==> src/rtl/cac_pkg.sv <==
package cac_pkg;

  typedef enum logic [2:0] {
    ST_IDLE,
    ST_AUTH,
    ST_PROG,
    ST_STREAM,
    ST_RADDR,
    ST_READ,
    ST_HALT
  } cac_state_e;

  localparam logic [7:0] CMD_COPY  = 8'h55;
  localparam logic [7:0] CMD_READ  = 8'hF0;
  localparam logic [7:0] LOCK_WP   = 8'h55;
  localparam logic [7:0] LOCK_EP   = 8'hAA;
  localparam logic [7:0] FILL_BYTE = 8'hFF;
  localparam logic [7:0] ALT_BYTE  = 8'hAA;
  localparam int         PF_BIT    = 5;

endpackage

==> src/rtl/cac_auth.sv <==
module cac_auth #(
  parameter int NPAGES    = 4,
  parameter int PAGE_ROWS = 4,
  parameter int ROW_BYTES = 8
) (
  input  logic [7:0]          ta1,
  input  logic [7:0]          ta2,
  input  logic [7:0]          es,
  input  logic [7:0]          copy_prot,
  input  logic [NPAGES*8-1:0] page_prot,
  input  logic [1:0]          byte_idx,
  input  logic [7:0]          rx_byte,
  output logic                byte_ok,
  output logic                permit
);
  import cac_pkg::*;

  localparam int ROW_SH  = $clog2(ROW_BYTES);
  localparam int REG_ROW = NPAGES * PAGE_ROWS;

  logic [15:0]       addr;
  logic [15:0]       row;
  logic [7:0]        expect_byte;
  logic [NPAGES-1:0] page_wp;
  logic              aligned, in_range, reg_row, wp_hit, lock_on;

  assign addr = {ta2, ta1};
  assign row  = addr >> ROW_SH;

  genvar g;
  generate
    for (g = 0; g < NPAGES; g++) begin : g_page
      assign page_wp[g] = (page_prot[8*g +: 8] == LOCK_WP);
    end
  endgenerate

  always_comb begin
    wp_hit = 1'b0;
    for (int p = 0; p < NPAGES; p++) begin
      if (row >= 16'(p * PAGE_ROWS) && row < 16'((p + 1) * PAGE_ROWS))
        wp_hit = wp_hit | page_wp[p];
    end
  end

  always_comb begin
    case (byte_idx)
      2'd0:    expect_byte = ta1;
      2'd1:    expect_byte = ta2;
      default: expect_byte = es;
    endcase
  end

  assign byte_ok  = (rx_byte == expect_byte);
  assign aligned  = (addr[ROW_SH-1:0] == '0);
  assign in_range = (row <= 16'(REG_ROW));
  assign reg_row  = (row == 16'(REG_ROW));
  assign lock_on  = (copy_prot == LOCK_WP) || (copy_prot == LOCK_EP);
  assign permit   = aligned && in_range && !es[PF_BIT] &&
                    !(lock_on && (reg_row || wp_hit));

endmodule

==> src/rtl/cac_prog_timer.sv <==
module cac_prog_timer #(
  parameter int CYCLES = 2500000
) (
  input  logic clk,
  input  logic rst,
  input  logic start,
  output logic busy,
  output logic last
);
  localparam int CW = $clog2(CYCLES + 1);

  logic [CW-1:0] cnt;

  always_ff @(posedge clk) begin
    if (rst) begin
      busy <= 1'b0;
      cnt  <= '0;
    end else if (start && !busy) begin
      busy <= 1'b1;
      cnt  <= CW'(CYCLES - 1);
    end else if (busy) begin
      if (cnt == '0) busy <= 1'b0;
      else           cnt  <= cnt - 1'b1;
    end
  end

  assign last = busy && (cnt == '0);

endmodule

==> src/rtl/cac_row_writer.sv <==
module cac_row_writer #(
  parameter int ROW_BYTES = 8,
  parameter int MEM_AW    = 8
) (
  input  logic                   clk,
  input  logic                   rst,
  input  logic                   start,
  input  logic [MEM_AW-1:0]      base,
  input  logic [ROW_BYTES*8-1:0] spad,
  output logic                   we,
  output logic [MEM_AW-1:0]      waddr,
  output logic [7:0]             wdata
);
  localparam int IW = (ROW_BYTES > 1) ? $clog2(ROW_BYTES) : 1;

  logic              active;
  logic [IW-1:0]     widx;
  logic [MEM_AW-1:0] base_q;

  always_ff @(posedge clk) begin
    if (rst) begin
      active <= 1'b0;
      widx   <= '0;
      base_q <= '0;
      we     <= 1'b0;
      waddr  <= '0;
      wdata  <= '0;
    end else begin
      we <= 1'b0;
      if (start) begin
        active <= 1'b1;
        widx   <= '0;
        base_q <= base;
      end else if (active) begin
        we    <= 1'b1;
        waddr <= base_q + MEM_AW'(widx);
        wdata <= spad[int'(widx)*8 +: 8];
        widx  <= widx + 1'b1;
        if (widx == IW'(ROW_BYTES - 1)) active <= 1'b0;
      end
    end
  end

endmodule

==> src/rtl/cac_commit.sv <==
module cac_commit #(
  parameter int NPAGES      = 4,
  parameter int PAGE_ROWS   = 4,
  parameter int ROW_BYTES   = 8,
  parameter int PROG_CYCLES = 2500000,
  localparam int MEM_AW     = $clog2((NPAGES * PAGE_ROWS + 2) * ROW_BYTES)
) (
  input  logic                   clk,
  input  logic                   rst,
  input  logic                   bus_reset,
  input  logic                   cmd_valid,
  input  logic [7:0]             cmd_code,
  input  logic                   rx_valid,
  input  logic [7:0]             rx_byte,
  input  logic                   tx_req,
  output logic                   tx_valid,
  output logic [7:0]             tx_byte,
  input  logic [7:0]             ta1,
  input  logic [7:0]             ta2,
  input  logic [7:0]             es,
  input  logic [7:0]             copy_prot,
  input  logic [NPAGES*8-1:0]    page_prot,
  input  logic [ROW_BYTES*8-1:0] spad,
  output logic                   aa_set,
  output logic                   busy,
  output logic                   mem_we,
  output logic [MEM_AW-1:0]      mem_waddr,
  output logic [7:0]             mem_wdata,
  output logic [MEM_AW-1:0]      mem_raddr,
  input  logic [7:0]             mem_rdata
);
  import cac_pkg::*;

  localparam int          LAST_ADDR = (NPAGES * PAGE_ROWS + 2) * ROW_BYTES - 1;
  localparam logic [15:0] LAST_A16  = 16'(LAST_ADDR);

  cac_state_e  state;
  logic [1:0]  bidx;
  logic        match_q;
  logic [15:0] rd_addr;
  logic        halt_after;
  logic        byte_ok, permit, go, prog_last, rd_in_range;
  logic [15:0] tgt_addr;

  assign tgt_addr    = {ta2, ta1};
  assign rd_in_range = (rd_addr <= LAST_A16);
  assign mem_raddr   = rd_addr[MEM_AW-1:0];

  cac_auth #(
    .NPAGES(NPAGES), .PAGE_ROWS(PAGE_ROWS), .ROW_BYTES(ROW_BYTES)
  ) u_auth (
    .ta1(ta1), .ta2(ta2), .es(es), .copy_prot(copy_prot),
    .page_prot(page_prot), .byte_idx(bidx), .rx_byte(rx_byte),
    .byte_ok(byte_ok), .permit(permit)
  );

  assign go = (state == ST_AUTH) && rx_valid && (bidx == 2'd2) &&
              match_q && byte_ok && permit;

  cac_prog_timer #(.CYCLES(PROG_CYCLES)) u_timer (
    .clk(clk), .rst(rst), .start(go), .busy(busy), .last(prog_last)
  );

  cac_row_writer #(.ROW_BYTES(ROW_BYTES), .MEM_AW(MEM_AW)) u_writer (
    .clk(clk), .rst(rst), .start(go), .base(tgt_addr[MEM_AW-1:0]),
    .spad(spad), .we(mem_we), .waddr(mem_waddr), .wdata(mem_wdata)
  );

  always_ff @(posedge clk) begin
    if (rst) begin
      state      <= ST_IDLE;
      bidx       <= '0;
      match_q    <= 1'b0;
      rd_addr    <= '0;
      halt_after <= 1'b0;
      aa_set     <= 1'b0;
      tx_valid   <= 1'b0;
      tx_byte    <= FILL_BYTE;
    end else begin
      aa_set   <= 1'b0;
      tx_valid <= 1'b0;
      if (tx_req) begin
        tx_valid <= 1'b1;
        if (state == ST_STREAM)
          tx_byte <= ALT_BYTE;
        else if (state == ST_READ && rd_in_range)
          tx_byte <= mem_rdata;
        else
          tx_byte <= FILL_BYTE;
        if (state == ST_READ && rd_in_range)
          rd_addr <= rd_addr + 16'd1;
      end

      case (state)
        ST_IDLE: begin
          if (cmd_valid) begin
            bidx    <= '0;
            match_q <= 1'b1;
            if (cmd_code == CMD_COPY)      state <= ST_AUTH;
            else if (cmd_code == CMD_READ) state <= ST_RADDR;
            else                           state <= ST_HALT;
          end
        end
        ST_AUTH: begin
          if (rx_valid) begin
            match_q <= match_q & byte_ok;
            bidx    <= bidx + 2'd1;
            if (bidx == 2'd2) begin
              if (go) begin
                state      <= ST_PROG;
                aa_set     <= 1'b1;
                halt_after <= 1'b0;
              end else begin
                state <= ST_HALT;
              end
            end
          end
        end
        ST_RADDR: begin
          if (rx_valid) begin
            if (bidx == 2'd0) begin
              rd_addr[7:0] <= rx_byte;
              bidx         <= 2'd1;
            end else begin
              rd_addr[15:8] <= rx_byte;
              state         <= ST_READ;
            end
          end
        end
        ST_PROG: begin
          if (bus_reset) halt_after <= 1'b1;
          if (prog_last)
            state <= (halt_after || bus_reset) ? ST_IDLE : ST_STREAM;
        end
        default: ;
      endcase

      if (bus_reset && state != ST_PROG) state <= ST_IDLE;
    end
  end

endmodule

==> config.mk <==
export PLATFORM = sky130hd
export DESIGN_NAME = cac_commit
export DESIGN_NICKNAME = d
export VERILOG_FILES = /design/src/rtl/cac_pkg.sv /design/src/rtl/cac_auth.sv /design/src/rtl/cac_prog_timer.sv /design/src/rtl/cac_row_writer.sv /design/src/rtl/cac_commit.sv
export SDC_FILE = /design/constraint.sdc
export NUM_CORES = 1
export LEC_CHECK = 0
export BUFFER_PORTS_ARGS = -buffer_cell sky130_fd_sc_hd__buf_4
export CORE_MARGIN = 4
export CORE_UTILIZATION = 25
export DETAILED_ROUTE_END_ITERATION = 10
export MAX_ROUTING_LAYER = met4
export PLACE_DENSITY = 0.51
export SLEW_MARGIN = 10
export SYNTH_ARGS = -nofsm -noshare
export SYNTH_HDL_FRONTEND = slang
export SYNTH_SLANG_ARGS = --single-unit
export TNS_END_PERCENT = 30
==> constraint.sdc <==
create_clock -name clk -period 3.4 [get_ports clk]
set_clock_uncertainty 0.2 [all_clocks]
set_input_delay 0.68 -clock clk [delete_from_list [all_inputs] [get_ports clk]]
set_output_delay 0.68 -clock clk [all_outputs]
set_load 0.1 [all_outputs]
# After elaboration in Yosys (flattened, before gate mapping)
# Index checks and enable logic that the tools add are counted.
# classes
n_addsub,5
multipliers,0
div_mod_pow,0
order_cmp,10
n_eq_ne,29
shift,1
muxes,49
bitwise_logic,9
reduce_logical,43
# ops
operator,n
two-way mux 22 bit,3
two-way mux 16 bit,4
variable part select 64 x 7 -> 8 bit,1
== test 8 x 7 -> 1 bit (second input constant),6
two-way mux 8 bit,4
greater-or-equal comparator 13 x 4 -> 1 bit (second input constant),2
less-than comparator 13 x 4 -> 1 bit (second input constant),2
two-way mux 3 bit,8
logical NOT 22 bit,1
subtractor 22 x 1 -> 22 bit (second input constant),1
two-way mux 1 bit,19
logical AND 1 bit,17
adder 16 x 1 -> 16 bit (second input constant),1
== test 8 bit (second input constant),2
less-or-equal comparator 16 x 8 -> 1 bit (second input constant),1
case mux 8 bit (2 select lines),1
inequality test 2 bit (second input constant),7
== test 13 x 5 -> 1 bit (second input constant),1
greater-or-equal comparator 13 x 1 -> 1 bit (second input constant),1
greater-or-equal comparator 13 x 3 -> 1 bit (second input constant),1
less-or-equal comparator 13 x 5 -> 1 bit (second input constant),1
less-than comparator 13 x 3 -> 1 bit (second input constant),1
less-than comparator 13 x 5 -> 1 bit (second input constant),1
two-way mux 2 bit,6
30 further kinds,54
# totals
ff_bits,85
latch_bits,0
ramBits,0
mem_bits_ro,0
inputBits,158
out_inout_bits,36
word_cells,163
n_memories,0

# Logic depth before layout (Yosys ltp)
# depth
word_depth,18
mapped_depth,11
ltp_nobuf,9

# Modules after synthesis
# From an unflattened synthesis, not the netlist that was laid out.
# unflattened
hier_cells,601
area_unflattened_um2,5322.6
# by_module_without_submodules
module,instances,cells_per_inst,area_per_inst_um2,seq_area_each_um2
cac_commit,1,220,1819.2,660.6
cac_row_writer,1,153,1680.4,580.6
cac_prog_timer,1,146,1211.2,460.4
cac_auth,1,82,611.8,0.0

# Worst setup path after synthesis
# No wires, ideal clock.
# synth_path
path_kind,in2reg
startpoint,input es[5]
endpoint,register u_writer.wdata[0]
setup_time_ps,134
arrival_time_ps,2705
required_time_ps,3066
path_slack_ps,361
path_stages,8
path_buffers,1
path_cell_list,or3b_1 and3_1 or4_4 nor4b_4 a31oi_1 clkbuf_1 nor3_1 a211oi_1
# synth_via
elab_chain_cells,6
elab_cells_between_ends,9
classes_between,1 x eq/ne; 1 x mux; 1 x bitwise; 6 x reduce/logical
# synth_rtl
item,line_no,text
from (decl),cac_commit.sv:20,"input logic [7:0] es,"
case mux 8 bit (2 select lines) or logical NOT 1 bit (tied branches),"cac_auth.sv:46, cac_auth.sv:58",
== test 8 bit or logical AND 1 bit (tied branches),"cac_auth.sv:53, cac_auth.sv:58",
logical AND 1 bit (on tied branches),"cac_commit.sv:58, cac_auth.sv:58",
logical AND 1 bit (*),cac_commit.sv:58,match_q && byte_ok && permit;
inverter 1 bit (no line) (*),n/a,
AND reduction 2 bit (no line) (*),n/a,
to (signal assigned),cac_row_writer.sv:37,wdata <= spad[int'(widx)*8 +: 8];
to (decl),cac_row_writer.sv:12,output logic [7:0] wdata
# Mark *: on every way between the ends. The rest lies on a longest branch, timed or not.
# A chain may end at the register's enable or synchronous reset.

# Worst setup path in the final report
# layout_path
startpoint,register bidx[0]
endpoint,register u_timer.cnt[0]
# layout_via
elab_chain_cells,8
elab_cells_between_ends,14
classes_between,4 x eq/ne; 2 x mux; 8 x reduce/logical
# layout_rtl
item,line_no,text
from (decl),cac_commit.sv:38,logic [1:0] bidx;
from (signal assigned),cac_commit.sv:107,bidx <= bidx + 2'd1;
== test 2 x 1 -> 1 bit (tied with other cells),cac_auth.sv:46,case (byte_idx)
case mux 8 bit (2 select lines) or logical AND 1 bit (tied branches),"cac_auth.sv:46, cac_commit.sv:57",
== test 8 bit or logical AND 1 bit (tied branches),"cac_auth.sv:53, cac_commit.sv:57",
logical AND 1 bit (*) (2 in a row),cac_commit.sv:58,
logical AND 1 bit (*),cac_prog_timer.sv:18,end else if (start && !busy) begin
inequality test 2 x 1 -> 1 bit (no line) or nonzero test 2 bit (tied branches),n/a,
AND reduction 2 bit (no line),n/a,
to (signal assigned),cac_prog_timer.sv:20,cnt <= CW'(CYCLES - 1);
to (signal assigned),cac_prog_timer.sv:23,else cnt <= cnt - 1'b1;
to (decl),cac_prog_timer.sv:12,logic [CW-1:0] cnt;
# Marked as above.

==> summary.md <==
| Metric | Value |
|---|---|
| Total grt overflow | 0 |
| Critical path required time | around 3500 ps |
| Post-DP HPWL | 12.2 mm |
| Status | finished, final reports clean |
| Critical path data arrival time | 3260 ps |
| Final setup violation count | 0 |
| DRC Markers | 0 |
| Post-route setup TNS | 0 ps |
| Vias per cell | 4.64 |
| Clk slew on worst S/H paths | around 60 ps |
| Fin. max-slew vios | 0 |
| EDFF count, synth | 0 |
| Tightest Hold Check Type | flip-flop to flip-flop |
| Mapped Avg Cell Area | roughly 9 sq um |
| Post-Synthesis Cells | between 500 and 600 |
| Largest net degree at the start of global routing | 53 |
| CTS tree | yes |
| Post-CTS Setup Inserts | 0 |
| Cell Area, Synth | 4920 sq um |
| Worst Max-Slew Pin Slew | about 580 ps |
| Vias in the first global route | 4,718 |
| CP delay by family, top | simple AND/OR/NAND/NOR gates |
| YS warnings | 0 |
| Input/output buffers | about 190 |
| DRT antenna net count | 0 |
| Post-route cell area | between 6000 and 7000 sq um |
| Final Hold Viols | 0 |
| Synthesized flop and latch total | between 80 and 90 |
| CP Launch Type | flip-flop |
| Ys async rst share | 0% |
| Antenna cells | 0 |
| WP buf/inv | 2 |
| Share of post-route cells with drive strength above 1 | roughly a third |
| Post-synth cell types | 58 |
| Clk buf depth | 2 |
| # H-tree levels | 3 |
| Core area | approximately 19,000 sq um |
| Final min period | ~3200 ps |
| Drt wl/cell | between 15 and 20 um |
| Placed cells | roughly 1,000 |
| Vias | ~4,700 |
| Final worst-path cycle share | 93.6% |
| Crit-path slowest cell | or4_4 |
| Max cap viols | 0 |
| Slew headroom | ~61% |
| Chip Width | approximately 150 um |
| # fillers | 2,080 |
| Die area | between 20,000 and 25,000 sq um |
| Die height | 148 um |
| Area Overhead vs Synth | 41.3% |
| Crit end category | flip-flop |
| Critical path cell sequence | inv_1 -> ha_1 -> or3b_1 -> and3_1 -> or4_4 -> nor4b_4 -> nand4b_2 -> buf_4 -> a211o_1 -> a21oi_2 |
| Starting Density | about a quarter |
| Register area share after synthesis | 34.6% |
| IO Count | just under 200 |
| TritonCTS buffer count | 9 |
| Global Route Usage Sum | between 10% and 20% |
| Dpl cell area | about 6700 sq um |
| CTS Root Buffer Type | clkbuf_16 |
| RSZ-0062 raised after global routing | no |
| Sink Count | 85 |
| Non-filler instance count after layout | slightly above 1,000 |
| Wire length of the first global-routing pass | between 20 and 25 mm |
| Nets | between 900 and 1,000 |
| Peak VDD IR | between 0.2 and 0.25 mV |
| Fmax | 314 MHz |
| Core Util, Final | 35.9% |
| Drt total wl | about 16 mm |
| Crit path max fanout | 4 |
| Critical path class | flip-flop to flip-flop |
| Gpl congestion | ~0.81 |
| Core Rows | between 50 and 60 |
| Antenna violations before repair | 0 |
| Pwr/cell area | about 450 nW/um^2 |
| Total power | around 0.0031 W |
| Top FF cell, synth | dfxtp_1 |
| Synthesized Nets | around 730 |
| Clock Latency Late Sink | between 300 and 400 ps |
| CP peak stage delay | 520 ps |
| Leakage | roughly 2.8 nW |
| Initial drt markers | between 200 and 300 |
| TritonRoute pass-1 iters | 4 |
-- state kept, by name, indices dropped and copies added, names as in the netlist --
signal / cells
u_writer.we: 1
u_timer.cnt: 22
tx_byte: 8
aa_set: 1
u_writer.base_q: 8
rd_addr: 16
u_writer.widx: 3
match_q: 1
bidx: 2
u_writer.waddr: 8
u_writer.active: 1
tx_valid: 1
u_timer.busy: 1
u_writer.wdata: 8
halt_after: 1
state: 3
-- through the flow --
| step | hold slack (ps) | setup slack (ps) |
|---|---|---|
| 2_1_floorplan | 213 | 361 |
| 3_3_place_gp | 226 | 82.4 |
| 3_5_place_dp | 226 | 46.9 |
| 4_1_cts | 236 | 86.2 |
| 5_1_grt | 249 | 50.3 |
| 6_report | 237 | 217 |
-- worst paths after layout --
| check | slack, ps | cells after the start | to | from |
|---|---|---|---|---|
| setup / recovery | 220 | 10 | u_timer.cnt[0]$_SDFFE_PP0P_ | bidx[0]$_SDFFE_PP0P_ |
| hold / removal | 240 | 2 | u_writer.base_q[2]$_SDFFE_PP0P_ | u_writer.base_q[2]$_SDFFE_PP0P_ |
| setup reg to reg | 220 | 10 | u_timer.cnt[0]$_SDFFE_PP0P_ | bidx[0]$_SDFFE_PP0P_ |
| hold reg to reg | 240 | 2 | u_writer.base_q[2]$_SDFFE_PP0P_ | u_writer.base_q[2]$_SDFFE_PP0P_ |
-- cells in the mapped netlist, types with 10 or more instances --
cell type  count  share of area (%)
nor3_1        29                2.9
mux2i_1       26                5.3
dfxtp_1       85                 35
nor4bb_1      13                2.6
o21ai_0       18                1.8
ha_1          10                2.5
a21oi_1       43                4.4
nor4_1        12                1.5
mux4_2        16                7.3
inv_1         18                1.4
nor2_1        73                5.6
clkbuf_1      21                1.6
a211oi_1      21                3.2
xnor2_1       26                4.6
nand2_1       30                2.3
-- metal layers --
layer / global-route usage, % / up-vias / wire length [um]
met2: 23.9 / 110 / 7700
met3: 2.19 / 16 / 600
li1: - / 2408 / -
met4: 5.31 / 0 / 276
met5: - / - / 0
met1: 17.7 / 2172 / 6930
-- cell type report --
cell class,count,area (sq um),area share (%)
multi-input cells,419,2980,42.7
flip-flops and latches,85,1700,24.4
repair buffers,212,1590,22.9
well taps,265,332,4.76
clock buffers,12,246,3.54
inverters,18,67.6,0.971
clock inverters,3,46.3,0.665
-- repair_timing --
item	in CTS	in global routing
gates resized for setup	0	1
hold buffers	0	0
setup endpoints to repair	0	13
-- report_power, final --
part,internal [W],switching (W)
sequential,0.00105,0.0000687
combinational,0.000433,0.000599
clock,0.000587,0.000406
-- kinds of logic (layout without fill, tap and decap cells) --
group | Yosys count | in the layout | synth area share (%)
and+or+nand+nor | 211 | 211 | 22.9
AOI/OAI and AO/OA | 119 | 119 | 15.4
DFF | 85 | 85 | 34.6
buffers and inverters | 54 | 245 | 5.08
muxes | 43 | 43 | 12.8
xor gates and xnor gates | 35 | 35 | 6.22
adders and majority gates | 11 | 11 | 2.95
-- cell usage in the layout, fill, tap and decap left out, types with 3 or more instances in the layout --
cell / n
a211oi_1: 21
nor2_1: 73
a22o_1: 7
o21ai_0: 18
buf_4: 212
inv_1: 18
nand3_1: 7
nor4_1: 12
a21oi_1: 43
nor4bb_1: 13
xnor2_1: 26
nand4b_1: 3
dfxtp_1: 85
ha_1: 10
nand2_1: 29
or4_1: 3
mux4_2: 16
nor2b_1: 5
and3_1: 4
o22ai_1: 5
nand2b_1: 9
a22oi_1: 3
xor2_1: 9
nor3_1: 29
clkbuf_16: 9
o21bai_1: 5
nand4_1: 5
mux2i_1: 26
-- worst min-delay path, stage by stage, from the launching register on --
cell and delay [ps]:
dfxtp_1 310, inv_1 50, nor2_1 40
Power figures use the tool's default switching activity.
